File: config.mk
export PLATFORM = sky130hd
export DESIGN_NAME = rx_fifo_status
export DESIGN_NICKNAME = d
export VERILOG_FILES = /design/src/rtl/rxf_pkg.sv /design/src/rtl/rxf_store.sv /design/src/rtl/rxf_flags.sv /design/src/rtl/rxf_regs.sv /design/src/rtl/rx_fifo_status.sv
export SDC_FILE = /design/constraint.sdc
export NUM_CORES = 1
export LEC_CHECK = 0
export CAP_MARGIN = 20
export CORE_ASPECT_RATIO = 0.5
export CORE_MARGIN = 4
export CORE_UTILIZATION = 50
export DETAILED_ROUTE_END_ITERATION = 12
export PLACE_DENSITY = 0.76
export SLEW_MARGIN = 5
export SYNTH_ARGS = -nofsm -noshare
export SYNTH_HDL_FRONTEND = slang
export SYNTH_SLANG_ARGS = --single-unit
File: constraint.sdc
create_clock -name clk -period 11.2 [get_ports clk]
set_clock_uncertainty 0.05 [all_clocks]
set_input_delay 1.68 -clock clk [delete_from_list [all_inputs] [get_ports clk]]
set_output_delay 1.68 -clock clk [all_outputs]
set_load 0.05 [all_outputs]
File: src/rtl/rxf_pkg.sv
package rxf_pkg;

    localparam int REG_W = 32;

    typedef enum logic [1:0] {
        SEL_STAT  = 2'd0,
        SEL_CTRL  = 2'd1,
        SEL_WMARK = 2'd2,
        SEL_SPARE = 2'd3
    } reg_sel_e;

    // status word bit positions (LSB-0)
    localparam int ST_EMPTY = 16;
    localparam int ST_ALARM = 17;
    localparam int ST_FULL  = 18;
    localparam int ST_FRAME = 19;
    localparam int ST_OVF   = 20;
    localparam int ST_UNF   = 21;
    localparam int ST_WAIT  = 22;

    // control word bit positions
    localparam int CT_CLEAR  = 0;
    localparam int CT_WAITEN = 1;
    localparam int CT_MWAIT  = 4;
    localparam int CT_MUNF   = 5;
    localparam int CT_MOVF   = 6;

    typedef struct packed {
        logic wait_hit;
        logic unf;
        logic ovf;
    } err_t;

    typedef struct packed {
        logic wait_en;
        logic m_wait;
        logic m_unf;
        logic m_ovf;
    } ctrl_t;

    function automatic logic [REG_W-1:0] pack_status(err_t e, logic full, logic alarm, logic empty);
        logic [REG_W-1:0] r;
        r           = '0;
        r[ST_WAIT]  = e.wait_hit;
        r[ST_UNF]   = e.unf;
        r[ST_OVF]   = e.ovf;
        r[ST_FRAME] = 1'b0;
        r[ST_FULL]  = full;
        r[ST_ALARM] = alarm;
        r[ST_EMPTY] = empty;
        return r;
    endfunction

    function automatic logic [REG_W-1:0] pack_ctrl(ctrl_t c);
        logic [REG_W-1:0] r;
        r            = '0;
        r[CT_WAITEN] = c.wait_en;
        r[CT_MWAIT]  = c.m_wait;
        r[CT_MUNF]   = c.m_unf;
        r[CT_MOVF]   = c.m_ovf;
        return r;
    endfunction

    function automatic logic err_any(err_t e, ctrl_t c);
        return (e.wait_hit & ~c.m_wait) | (e.unf & ~c.m_unf) | (e.ovf & ~c.m_ovf);
    endfunction

endpackage

File: src/rtl/rxf_store.sv
module rxf_store #(
    parameter int DATA_W = 32,
    parameter int DEPTH  = 16,
    localparam int AW    = (DEPTH > 1) ? $clog2(DEPTH) : 1,
    localparam int CW    = $clog2(DEPTH + 1)
) (
    input  logic              clk,
    input  logic              rst,
    input  logic              clr,
    input  logic              push,
    input  logic              pop,
    input  logic [DATA_W-1:0] wdata,
    output logic [DATA_W-1:0] head,
    output logic [CW-1:0]     count
);

    logic [DATA_W-1:0] mem [DEPTH];
    logic [AW-1:0]     wptr;
    logic [AW-1:0]     rptr;

    function automatic logic [AW-1:0] step_ptr(input logic [AW-1:0] p);
        return (p == AW'(DEPTH - 1)) ? '0 : p + 1'b1;
    endfunction

    always_ff @(posedge clk) begin
        if (push) begin
            mem[wptr] <= wdata;
        end
    end

    always_ff @(posedge clk) begin
        if (rst || clr) begin
            wptr  <= '0;
            rptr  <= '0;
            count <= '0;
        end else begin
            if (push) begin
                wptr <= step_ptr(wptr);
            end
            if (pop) begin
                rptr <= step_ptr(rptr);
            end
            case ({push, pop})
                2'b10:   count <= count + 1'b1;
                2'b01:   count <= count - 1'b1;
                default: count <= count;
            endcase
        end
    end

    assign head = mem[rptr];

endmodule

File: src/rtl/rxf_flags.sv
module rxf_flags
    import rxf_pkg::*;
(
    input  logic clk,
    input  logic rst,
    input  err_t set_ev,
    input  err_t clr_req,
    input  logic reeval,
    input  logic fifo_clr,
    input  logic level_hit,
    output err_t flags,
    output logic alarm_hold
);

    err_t flags_n;
    logic hold_n;

    always_comb begin
        if (fifo_clr) begin
            flags_n = '0;
            hold_n  = 1'b0;
        end else begin
            // a new event wins over a software clear in the same cycle
            flags_n = err_t'(set_ev | (flags & ~clr_req));
            hold_n  = reeval ? 1'b0 : (alarm_hold | level_hit);
        end
    end

    always_ff @(posedge clk) begin
        if (rst) begin
            flags      <= '0;
            alarm_hold <= 1'b0;
        end else begin
            flags      <= flags_n;
            alarm_hold <= hold_n;
        end
    end

endmodule

File: src/rtl/rxf_regs.sv
module rxf_regs
    import rxf_pkg::*;
#(
    parameter int WM_W = 5
) (
    input  logic             clk,
    input  logic             rst,
    input  reg_sel_e         sel,
    input  logic             we,
    input  logic [REG_W-1:0] wdata,
    input  logic [REG_W-1:0] status_word,
    output ctrl_t            ctrl,
    output logic [WM_W-1:0]  wmark,
    output err_t             clr_req,
    output logic             reeval,
    output logic             fifo_clr,
    output logic [REG_W-1:0] rdata
);

    logic stat_wr;
    logic ctrl_wr;
    logic wm_wr;
    logic wdata_unused;

    assign stat_wr = we && (sel == SEL_STAT);
    assign ctrl_wr = we && (sel == SEL_CTRL);
    assign wm_wr   = we && (sel == SEL_WMARK);

    assign clr_req.wait_hit = stat_wr & wdata[ST_WAIT];
    assign clr_req.unf      = stat_wr & wdata[ST_UNF];
    assign clr_req.ovf      = stat_wr & wdata[ST_OVF];
    assign reeval           = stat_wr & wdata[ST_ALARM];
    assign fifo_clr         = ctrl_wr & wdata[CT_CLEAR];
    assign wdata_unused     = ^wdata;

    always_ff @(posedge clk) begin
        if (rst) begin
            ctrl  <= '0;
            wmark <= '0;
        end else begin
            if (ctrl_wr) begin
                ctrl.wait_en <= wdata[CT_WAITEN];
                ctrl.m_wait  <= wdata[CT_MWAIT];
                ctrl.m_unf   <= wdata[CT_MUNF];
                ctrl.m_ovf   <= wdata[CT_MOVF];
            end
            if (wm_wr) begin
                wmark <= wdata[WM_W-1:0];
            end
        end
    end

    always_comb begin
        case (sel)
            SEL_STAT:  rdata = status_word;
            SEL_CTRL:  rdata = pack_ctrl(ctrl);
            SEL_WMARK: rdata = REG_W'(wmark);
            default:   rdata = '0;
        endcase
    end

endmodule

File: src/rtl/rx_fifo_status.sv
module rx_fifo_status
    import rxf_pkg::*;
#(
    parameter int DATA_W = 32,
    parameter int DEPTH  = 16
) (
    input  logic              clk,
    input  logic              rst,
    input  logic              wr_valid,
    input  logic [DATA_W-1:0] wr_data,
    output logic              wr_wait,
    input  logic              rd_en,
    output logic [DATA_W-1:0] rd_data,
    input  logic [1:0]        cfg_sel,
    input  logic              cfg_we,
    input  logic [31:0]       cfg_wdata,
    output logic [31:0]       cfg_rdata,
    output logic              fifo_full,
    output logic              fifo_empty,
    output logic              drain_req,
    output logic              err_out
);

    localparam int CW   = $clog2(DEPTH + 1);
    localparam int WM_W = CW;

    logic [DATA_W-1:0] head;
    logic [CW-1:0]     count;
    logic [WM_W-1:0]   wmark;
    logic              push;
    logic              pop;
    logic              level_hit;
    logic              alarm_hold;
    logic              reeval;
    logic              fifo_clr;
    logic [REG_W-1:0]  status_word;
    err_t              set_ev;
    err_t              clr_req;
    err_t              flags;
    ctrl_t             ctrl;

    assign fifo_full  = (count == CW'(DEPTH));
    assign fifo_empty = (count == '0);

    // handshake and fault detection
    assign push             = wr_valid & ~fifo_full & ~fifo_clr;
    assign pop              = rd_en & ~fifo_empty & ~fifo_clr;
    assign wr_wait          = wr_valid & fifo_full & ctrl.wait_en;
    assign set_ev.wait_hit  = wr_valid & fifo_full & ctrl.wait_en;
    assign set_ev.ovf       = wr_valid & fifo_full & ~ctrl.wait_en;
    assign set_ev.unf       = rd_en & fifo_empty;

    assign rd_data   = fifo_empty ? '0 : head;
    assign level_hit = (count >= wmark);
    assign drain_req = alarm_hold | level_hit;
    assign err_out   = err_any(flags, ctrl);

    assign status_word = pack_status(flags, fifo_full, drain_req, fifo_empty);

    rxf_store #(
        .DATA_W (DATA_W),
        .DEPTH  (DEPTH)
    ) store_i (
        .clk   (clk),
        .rst   (rst),
        .clr   (fifo_clr),
        .push  (push),
        .pop   (pop),
        .wdata (wr_data),
        .head  (head),
        .count (count)
    );

    rxf_flags flags_i (
        .clk        (clk),
        .rst        (rst),
        .set_ev     (set_ev),
        .clr_req    (clr_req),
        .reeval     (reeval),
        .fifo_clr   (fifo_clr),
        .level_hit  (level_hit),
        .flags      (flags),
        .alarm_hold (alarm_hold)
    );

    rxf_regs #(
        .WM_W (WM_W)
    ) regs_i (
        .clk         (clk),
        .rst         (rst),
        .sel         (reg_sel_e'(cfg_sel)),
        .we          (cfg_we),
        .wdata       (cfg_wdata),
        .status_word (status_word),
        .ctrl        (ctrl),
        .wmark       (wmark),
        .clr_req     (clr_req),
        .reeval      (reeval),
        .fifo_clr    (fifo_clr),
        .rdata       (cfg_rdata)
    );

endmodule

==> results.md <==
- Post-Synth Adder-Cell Area: 0.00761
- Number of rows created at floorplan: 53
- TritonCTS clock tree: yes
- Cell depth of the worst min-delay path: 2
- Max H-tree Level: 2
- Number of flops mapped to enable cells by yosys: between 500 and 600
- Sequential element share of the synthesized area: 0.747
- Number of nets in the layout: around 1200
- Capture endpoint of the worst hold path: regs_i.ctrl[0]$_SDFFE_PP0N_
- Transition time at the pin with the least slew margin: roughly 1100 ps
- Die area: 0.0463 mm2
- Crit Path Class: reg -> out
- Critical path data arrival time: about 4200 ps
- R2r endpoint: store_i.count[4]$_SDFFE_PP0P_
- Core Box Area: between 0.04 and 0.05 mm2
- Synth async-reset ratio: 0
- Post-Route Setup TNS: 0 ps
- Mean instance size in the synthesized netlist: around 21 um2
- Result of the run: finished, final reports clean
- Kind of start point of the critical path: flop
- Launch instance of the worst register-to-register path: store_i.count[1]$_SDFFE_PP0P_
- Launch point of the worst hold path: regs_i.ctrl[0]$_SDFFE_PP0N_
- Vias in the first global route: 10676
- Timing-limited maximum frequency: 168 MHz
- Final hold vios: 0
- Wire length after detailed routing: between 40000 and 50000 um
- Pin count of the biggest net entering global routing: 67
- Clock transition time at the flip-flop clock pins of the worst setup and hold paths: about 60 ps
- Detailed placer's ending HPWL: about 23000 um
- Total global routing overflow: 0
- Setup repair after global routing missed its margin: no
- Top Ports: 140
- Tmin final: approximately 5900 ps
- Clock buffer count from CTS: 47
- Width of the die: about 300 um
- Maxcap violations: 0
- Final Cycle Share: 0.531
- Overall track demand over capacity in global routing: 0.191
- Number of DRC violations after detailed-routing iteration 0: roughly 1100
- Post-route DRC: 0
- Clock network latency to the later pin of the worst-skew pair: around 550 ps
- Hold Crit Class: reg -> reg
- Most instantiated flip-flop cell in the synthesis netlist: sky130_fd_sc_hd__edfxtp_1
- Number of buffers inserted by post-CTS setup repair: 0
- Final worst setup slack: ~5300 ps
- Global placer's final weighted congestion: between 0.8 and 0.9
- Multi-input gate area in the final layout: 0.00503 mm2
- Worst max-slew margin expressed relative to the limit: 0.262
- ANT nets after route: 0
- Fraction of layout instances using a drive strength above 1: 0.208
- Worst ir drop on vdd: 0.144 mV
- Post-cts gate resize count: 0
- Number of vias after detailed routing: 10520
- Xor/xnor share of the synthesized area: 0.00205
- Share of cell area taken by muxes after synthesis: 0.168
- Final Slew Violations: 0
- Initial Util: 0.508
- FF+latch count, synth: 542
- Power density over the cells: ~210 mW/mm2
- Leakage power: between 7 and 8 nW
- Routed wire per std cell: about 25 um
- Worst Path Required: about 9500 ps
- Final Total Pwr: 5.15 mW
- Total inserted antenna cells: 0
- Buffer type at the clock tree root: sky130_fd_sc_hd__clkbuf_16
- Yosys synthesis warning count: 0
- Post-CTS Hold Fix Bufs: 0
- Final setup vio count: 0
- Drt first pass iters: 5
- Global-route wire length before repair: approximately 66000 um
- Number of antenna violations at the first check in global routing: 1
- Dominant combinational cell family by area after synthesis: multiplexers
- Nature of the critical path endpoint: output pin
- Filler cells: 2916
- # clock sinks: about 540
- Number of distinct standard cells referenced by the synthesized netlist: 49
- Post-Syn Instances: 1030
- Clock buffer depth: 3
- Fraction of the mapped netlist area in compound gates: 0.0225
- Simple-gate share of the synthesized area: 0.0270
- Synthesis-to-finish area growth: 14.3%
- Register-to-register setup slack: about 8100 ps
- Cell area after synthesis: between 0.02 and 0.025 mm2
- Maximum net fanout on the critical path: 66
- Flip-flop and latch area: between 0.015 and 0.02 mm2
- Length in cells of the worst reg-to-reg path: 12
- Number of buffers added on ports: a little under 100
- DIE HEIGHT: 154 um
- Via-to-Cell Ratio: around 6
- Post-placement setup slack: 5540 ps
==> flip-flops by register name, summed over array words and instances (netlist names), named ones only <==
register            flops
flags_i.alarm_hold      1
flags_i.flags           3
regs_i.ctrl             4
regs_i.wmark            5
store_i.count           5
store_i.mem           512
store_i.rptr            4
store_i.wptr            4
==> routing by layer <==
layer / wire [um] / global-route usage / vias up
li1: - / - / 4437
met1: 18700 / 0.278 / 5528
met2: 21300 / 0.305 / 491
met3: 3640 / 0.0383 / 62
met4: 716 / 0.0411 / 2
met5: 10 / 0 / -
==> cell type report <==
| cell class | count | area share |
|---|---|---|
| Sequential cell | 542 | 0.654 |
| Multi-Input combinational cell | 417 | 0.206 |
| Clock buffer | 60 | 0.0510 |
| Timing Repair Buffer | 121 | 0.0486 |
| Tap cell | 577 | 0.0295 |
| Clock inverter | 22 | 0.00840 |
| Inverter | 16 | 0.00246 |
==> through the flow <==
step                area, um2  hold WS, ps   util  cells
detailed placement      22900          422  0.545   1671
global route            24400          451  0.580   1755
finish                  24400          432  0.580   1755
CTS                     24400          433  0.579   1753
floorplan               21400          394      -   1048
global placement        22900          419  0.545   1671
==> where the power goes <==
group / internal, mW / leakage, nW / switching [mW]
Combinational: 0.523 / 1.89 / 0.742
Sequential: 2.25 / 4.87 / 0.0676
Clock: 0.858 / 0.705 / 0.707
==> worst max-delay path, cell delays in order, from the launching register on <==
cell and delay [ps]:
sky130_fd_sc_hd__dfxtp_4 940, sky130_fd_sc_hd__buf_4 900, sky130_fd_sc_hd__mux4_2 370, sky130_fd_sc_hd__mux2i_1 100, sky130_fd_sc_hd__o22ai_1 340, sky130_fd_sc_hd__clkdlybuf4s50_1 890
==> placed cells by master (no fill, tap or decap), types with 13 or more instances in the layout <==
cell                              synthesis  final
sky130_fd_sc_hd__ha_1                    13     13
sky130_fd_sc_hd__nand2_1                 21     21
sky130_fd_sc_hd__buf_4                   26     20
sky130_fd_sc_hd__inv_1                   15     15
sky130_fd_sc_hd__clkdlybuf4s50_1          0     99
sky130_fd_sc_hd__nor2_1                  30     18
sky130_fd_sc_hd__o22ai_1                 33     33
sky130_fd_sc_hd__dfxtp_1                 30     27
sky130_fd_sc_hd__conb_1                   1     19
sky130_fd_sc_hd__mux2i_1                 70     70
sky130_fd_sc_hd__clkbuf_16                0     48
sky130_fd_sc_hd__a21oi_1                 18     18
sky130_fd_sc_hd__edfxtp_1               512    512
sky130_fd_sc_hd__mux4_2                 128    128
sky130_fd_sc_hd__nand3_1                 14     14
==> synthesized netlist by cell type (2+ instances only) <==
cell type	count	share of area
sky130_fd_sc_hd__edfxtp_1	512	0.72
sky130_fd_sc_hd__mux4_2	128	0.13
sky130_fd_sc_hd__mux2i_1	70	0.033
sky130_fd_sc_hd__o22ai_1	33	0.0097
sky130_fd_sc_hd__dfxtp_1	30	0.028
sky130_fd_sc_hd__nor2_1	30	0.0053
sky130_fd_sc_hd__buf_4	26	0.0091
sky130_fd_sc_hd__nand2_1	21	0.0037
sky130_fd_sc_hd__buf_2	20	0.0047
sky130_fd_sc_hd__a21oi_1	18	0.0042
sky130_fd_sc_hd__inv_1	15	0.0026
sky130_fd_sc_hd__nand3_1	14	0.0033
sky130_fd_sc_hd__buf_6	13	0.0068
sky130_fd_sc_hd__ha_1	13	0.0076
sky130_fd_sc_hd__nor3_1	12	0.0028
sky130_fd_sc_hd__clkbuf_1	8	0.0014
sky130_fd_sc_hd__nand2b_1	7	0.0020
sky130_fd_sc_hd__and2_1	6	0.0018
sky130_fd_sc_hd__buf_1	6	0.0011
sky130_fd_sc_hd__xor2_1	5	0.0020
sky130_fd_sc_hd__a21o_1	4	0.0014
sky130_fd_sc_hd__a31oi_1	4	0.0012
sky130_fd_sc_hd__nor2b_1	3	0.00088
sky130_fd_sc_hd__o21ai_0	3	0.00070
sky130_fd_sc_hd__a22o_1	2	0.00082
sky130_fd_sc_hd__a41oi_1	2	0.00082
sky130_fd_sc_hd__nand2_2	2	0.00059
sky130_fd_sc_hd__or3_1	2	0.00059
==> cells by family after synthesis <==
group	count (synthesis)
AO/OA/AOI/OAI	74
XOR/XNOR	5
adder cells (fa/ha/maj)	13
buffers and inverters	89
flip-flops	542
multiplexers	198
other	1
AND/OR/NAND/NOR	108
==> how the worst max path moves through the flow <==
stage,end
final,rd_data[23]
after global routing,rd_data[23]
after CTS,rd_data[19]
after detailed placement,cfg_rdata[4]
after global placement,cfg_rdata[1]
after floorplan,store_i.mem[0][0]$_DFFE_PP_
Note: power is estimated with default switching activity, not from simulation.
